### config.mk
export PLATFORM = sky130hd
export DESIGN_NAME = clk_cfg_loader
export DESIGN_NICKNAME = d
export VERILOG_FILES = /design/src/rtl/cfg_loader_pkg.sv /design/src/rtl/cfg_sync.sv /design/src/rtl/cfg_shift.sv /design/src/rtl/cfg_regs.sv /design/src/rtl/cfg_test_mux.sv /design/src/rtl/clk_cfg_loader.sv
export SDC_FILE = /design/constraint.sdc
export NUM_CORES = 1
export LEC_CHECK = 0
export BUFFER_PORTS_ARGS = -buffer_cell sky130_fd_sc_hd__clkbuf_2
export CORE_MARGIN = 2
export CORE_UTILIZATION = 40
export DETAILED_ROUTE_END_ITERATION = 8
export PLACE_DENSITY_LB_ADDON = 0.1
export RECOVER_POWER = 50
export SLEW_MARGIN = 30
export SYNTH_ARGS = -nofsm -noshare
export SYNTH_HDL_FRONTEND = slang
export SYNTH_HIERARCHICAL = 1
export SYNTH_SLANG_ARGS = --single-unit
### constraint.sdc
create_clock -name clk -period 4.33 [get_ports clk]
set_input_delay 0.2165 -clock clk [delete_from_list [all_inputs] [get_ports clk]]
set_output_delay 0.2165 -clock clk [all_outputs]
set_load 0.02 [all_outputs]
### src/rtl/cfg_loader_pkg.sv
package cfg_loader_pkg;

  // Test output selector codes carried in the first two serial bits.
  typedef enum logic [1:0] {
    TSEL_LOW   = 2'b00,
    TSEL_SDATA = 2'b01,
    TSEL_FBDIV = 2'b10,
    TSEL_RSVD  = 2'b11
  } tsel_e;

  localparam int TSEL_W = 2;

endpackage

### src/rtl/cfg_sync.sv
module cfg_sync #(
  parameter int W      = 8,
  parameter int STAGES = 2
) (
  input  logic         clk,
  input  logic         rst,
  input  logic [W-1:0] d_in,
  output logic [W-1:0] d_sync
);

  logic [W-1:0] chain [STAGES];

  // During reset every stage loads the live pins, so the chain leaves
  // reset already settled on the power-up values.
  generate
    for (genvar s = 0; s < STAGES; s++) begin : g_stage
      if (s == 0) begin : g_first
        always_ff @(posedge clk) begin
          chain[0] <= d_in;
        end
      end else begin : g_rest
        always_ff @(posedge clk) begin
          if (rst) chain[s] <= d_in;
          else     chain[s] <= chain[s-1];
        end
      end
    end
  endgenerate

  assign d_sync = chain[STAGES-1];

endmodule

### src/rtl/cfg_shift.sv
module cfg_shift #(
  parameter int FW = 14
) (
  input  logic          clk,
  input  logic          rst,
  input  logic          shift_en,
  input  logic          bit_in,
  output logic [FW-1:0] frame_nx
);

  logic [FW-1:0] frame_q;

  // First bit in ends in the MSB after a full frame.
  always_comb begin
    frame_nx = frame_q;
    if (shift_en) frame_nx = {frame_q[FW-2:0], bit_in};
  end

  always_ff @(posedge clk) begin
    if (rst) frame_q <= '0;
    else     frame_q <= frame_nx;
  end

endmodule

### src/rtl/cfg_regs.sv
module cfg_regs
  import cfg_loader_pkg::*;
#(
  parameter int M_W = 9,
  parameter int N_W = 3
) (
  input  logic                    clk,
  input  logic                    rst,
  input  logic [M_W-1:0]          rst_m,
  input  logic [N_W-1:0]          rst_n,
  input  logic                    par_mode,
  input  logic                    ser_ld,
  input  logic [M_W-1:0]          pin_m,
  input  logic [N_W-1:0]          pin_n,
  input  logic [TSEL_W+N_W+M_W-1:0] frame,
  output logic [M_W-1:0]          m_q,
  output logic [N_W-1:0]          n_q,
  output logic [TSEL_W-1:0]       tsel_q
);

  localparam int FW = TSEL_W + N_W + M_W;

  always_ff @(posedge clk) begin
    if (rst) begin
      m_q    <= rst_m;
      n_q    <= rst_n;
      tsel_q <= TSEL_LOW;
    end else if (par_mode) begin
      // transparent parallel path; the rising edge of the load pin
      // simply stops this branch, leaving the last pin values latched
      m_q <= pin_m;
      n_q <= pin_n;
    end else if (ser_ld) begin
      tsel_q <= frame[FW-1 -: TSEL_W];
      n_q    <= frame[M_W +: N_W];
      m_q    <= frame[M_W-1:0];
    end
  end

endmodule

### src/rtl/cfg_test_mux.sv
module cfg_test_mux
  import cfg_loader_pkg::*;
(
  input  logic              clk,
  input  logic              rst,
  input  logic              par_mode,
  input  logic [TSEL_W-1:0] tsel,
  input  logic              sdata,
  input  logic              fbdiv,
  output logic              test_q
);

  always_ff @(posedge clk) begin
    if (rst || par_mode) begin
      test_q <= 1'b0;
    end else begin
      case (tsel_e'(tsel))
        TSEL_SDATA: test_q <= sdata;
        TSEL_FBDIV: test_q <= fbdiv;
        default:    test_q <= 1'b0;
      endcase
    end
  end

endmodule

### src/rtl/clk_cfg_loader.sv
module clk_cfg_loader
  import cfg_loader_pkg::*;
#(
  parameter int M_W         = 9,
  parameter int N_W         = 3,
  parameter int SYNC_STAGES = 2
) (
  input  logic           clk,
  input  logic           rst,
  input  logic           par_load_n,
  input  logic [M_W-1:0] par_m,
  input  logic [N_W-1:0] par_n,
  input  logic           ser_clk,
  input  logic           ser_data,
  input  logic           ser_load,
  input  logic           fb_div,
  output logic [M_W-1:0] m_out,
  output logic [N_W-1:0] n_out,
  output logic           test_out
);

  localparam int FW = TSEL_W + N_W + M_W;
  localparam int SW = 5 + N_W + M_W;

  logic [SW-1:0] raw_bus, sync_bus;
  logic          pl_s, sl_s, sc_s, sd_s, fb_s;
  logic [N_W-1:0] n_s;
  logic [M_W-1:0] m_s;
  logic          sc_p;
  logic          sc_rise;
  logic [FW-1:0] frame_nx;
  logic [TSEL_W-1:0] tsel_q;

  assign raw_bus = {par_load_n, ser_load, ser_clk, ser_data, fb_div, par_n, par_m};

  cfg_sync #(.W(SW), .STAGES(SYNC_STAGES)) u_sync (
    .clk    (clk),
    .rst    (rst),
    .d_in   (raw_bus),
    .d_sync (sync_bus)
  );

  assign {pl_s, sl_s, sc_s, sd_s, fb_s, n_s, m_s} = sync_bus;

  always_ff @(posedge clk) begin
    if (rst) sc_p <= ser_clk;
    else     sc_p <= sc_s;
  end

  assign sc_rise = sc_s & ~sc_p;

  cfg_shift #(.FW(FW)) u_shift (
    .clk      (clk),
    .rst      (rst),
    .shift_en (pl_s & sc_rise),
    .bit_in   (sd_s),
    .frame_nx (frame_nx)
  );

  cfg_regs #(.M_W(M_W), .N_W(N_W)) u_regs (
    .clk      (clk),
    .rst      (rst),
    .rst_m    (par_m),
    .rst_n    (par_n),
    .par_mode (~pl_s),
    .ser_ld   (sl_s),
    .pin_m    (m_s),
    .pin_n    (n_s),
    .frame    (frame_nx),
    .m_q      (m_out),
    .n_q      (n_out),
    .tsel_q   (tsel_q)
  );

  cfg_test_mux u_test (
    .clk      (clk),
    .rst      (rst),
    .par_mode (~pl_s),
    .tsel     (tsel_q),
    .sdata    (sd_s),
    .fbdiv    (fb_s),
    .test_q   (test_out)
  );

endmodule

==> results.yml <==
timing:
  fin_ws_ns: 2.12
  worst_hold_slack_ns: 0.0367
  drv_slew: 0
  tns_ns: 0
  fmax_mhz: 452
  worst_slew_pin_slew_ns: 1.26
  rsz0062_at_grt: "false"
  hold_viol: 0
  layout_min_cycle_time_ns: 2.21
  min_period_over_period: 0.510
  setup_viol: 0
  fin_skew_ns: 0.00518
  slew_headroom: 0.159
yosys:
  synth_top_cell_by_area: "dfxtp_1"
  synth_most_common_cell: "dfxtp_1"
  synthArstFlopShare: 0
  syn_inst: 169
  synth_area_leaders: "dfxtp_1 44%, edfxtp_1 15%, mux2_4 13%"
  synthFlopType: "dfxtp_1"
  syn_area_sq_mm: 0.00238
  yosysUniqueCellTypes: 22
  ys_warn_count: 6
  synth-edff-count: 12
  yosys-top-cells-count: "52 x dfxtp_1, 21 x mux2_4, 14 x mux2i_1, 12 x edfxtp_1, 12 x nand2_1"
  seq_area_frac_synth: 0.588
  syn-num-nets: 190
  avgSynthCellArea_sq_um: 14.1
  yosysTopAreaCellShare: 0.437
  ys_ff_latch: 64
power_and_ir_drop:
  power.leakage_uw: 0.00112
  clkPwrFrac: 0.377
  p_sw_uw: 266
  p_int_uw: 942
  ir_drop_mv: 0.243
  p_sw_frac: 0.220
  p_seq_frac: 0.541
  power.density_mw_per_mm2: 443
  combPwrFrac: 0.082
job:
  drv_cap: 0
drt:
  wire_per_inst_um: 12.2
  firstDrtPassIters: 4
  vias: 1308
  drc: 0
  vias_per_cell: 4.53
  drtIter0Drc: 57
  drtAntennaViolNets: 0
  drt-total-wl_um: 3540
final_layout:
  insertedDiodeCount: 0
  fin_area_sq_mm: 0.00272
  nNetsFinal: 230
  syn2layout_area_growth_pct: 14.3
  fillers: 551
  layout-drive-gt1-share: 0.201
  utilization: 0.466
place:
  dp_hpwl_um: 2240
  port-buffer-count: 31
  placed_area_sq_mm: 0.00255
  dpl_worst_slack_ns: 2.16
  place.gp.congestion: 0.662
grt:
  grt.overflow.total: 0
  grt_pass1_wl_um: 5960
  grt_pass1_vias: 1348
  antenna_found_initial: 0
  grtUsageTotal: 0.126
  grt_max_degree: 34
die:
  core_sq_mm: 0.00585
  die_x_um: 81.2
  start_util: 0.407
  dieArea_sq_mm: 0.00659
  ios: 32
  die_h_um: 81.2
  rows: 28
critical_path:
  worstPathCellList: "clkbuf_1 -> buf_4 -> or3_1"
  slowest_delay_ns: 0.90
  crit_buf_inv: 2
  endpoint_kind: "flop"
  cpMaxStageDelayCell: "clkbuf_1"
  required_ns: 4.29
  critPathMaxFanout: 33
  start_kind: "input port"
  criticalPathCategory: "in2reg"
  crit_family: "buffers and inverters"
  worstPathArrival_ns: 2.18
clocking:
  insertion_delay_ns: 0.33
  numCtsBuffers: 9
  clkSinkCount: 64
  cts_root_buffer: "clkbuf_8"
  cts_max_level: 3
  post_cts_buffers: 0
  cts.clk_slew.worst_paths_ns: 0.06
  clock_path_buffers: 2
  cts_tree: "built"
status:
  status: "complete, no violations"
hold_path:
  hold_path.class: "in2reg"
## metrics by stage
step,instances,total power [uW]
6_report,289,1210
5_1_grt,289,1270
4_1_cts,289,1240
3_5_place_dp,267,773
3_3_place_gp,267,770
2_1_floorplan,169,747
## power groups by stage
stage                     sequential [uW]  clock, uW  combinational (uW)
final                                 654        455                98.5
after floorplan                       681          0                65.3
after global placement                667          0                 103
after CTS                             655        473                 110
after global routing                  657        502                 108
after detailed placement              668          0                 106
## cell usage in the layout (no fill, tap or decap)
cell           instances
and3b_1                1
clkbuf_2               1
nor4_2                 1
or3_1                  1
mux2_4                14
o21ai_0                2
edfxtp_1              12
mux2i_1               14
a22oi_1                1
clkbuf_1              34
dfxtp_1               52
and2b_1                8
inv_1                  3
nor2b_4                3
dlygate4sd3_1          6
clkbuf_8              12
buf_4                  1
o21ai_1               10
nor2b_1                4
mux2_2                11
nand2_1               12
nor2_1                 2
mux2_1                 7
ha_1                   2
## cell families after synthesis
logic type | share of synthesized area
adder cells (fa/ha/maj) | 0.0105
flip-flops | 0.588
AND/OR/NAND/NOR | 0.0866
AO/OA/AOI/OAI | 0.0283
multiplexers | 0.243
buffers and inverters | 0.0436
## layout make-up
class                   instances  area, sq um  area share
well taps                      75         93.8      0.0345
inverters                       3         11.3     0.00413
flip-flops and latches         64         1400       0.514
clock buffers                  16          180      0.0661
repair buffers                 38          185      0.0680
multi-input cells              93          852       0.313
## what timing repair did
item / 4_1_cts / 5_1_grt
hold buffers: 6 / 0
endpoints found under the hold margin: 6 / 0
resized for setup: 0 / 0
## per-layer routing
metal  part of all wire  global-route usage  up-vias  wire [um]
met1               0.46               0.144      612       1620
li1                   -                   -      659          -
met4              0.023              0.0763        0         80
met3              0.055              0.0567        9        193
met5                  0                   0        -          0
met2               0.47               0.194       28       1650
## worst paths after layout
kind	startpoint	endpoint	slack, ns	cells after the start
setup / recovery	rst	u_regs/m_q[3]$_DFFE_PP_	2.12	3
hold / removal	par_m[8]	u_sync/chain[0][8]$_DFF_P_	0.04	1
setup reg to reg	sc_p$_DFF_P_	u_regs/m_q[1]$_DFFE_PP_	2.38	4
hold reg to reg	u_sync/chain[0][12]$_DFF_P_	u_sync/chain[1][12]$_DFF_P_	0.43	1
## registers in the layout (all words and copies together) (netlist names)
name and cells:
sc_p 1, u_regs/tsel_q 2, u_regs/n_q 3, u_shift/frame_q 14
u_sync/chain 34, u_test/test_q 1, u_regs/m_q 9
Note: power is estimated with default switching activity, not from simulation.
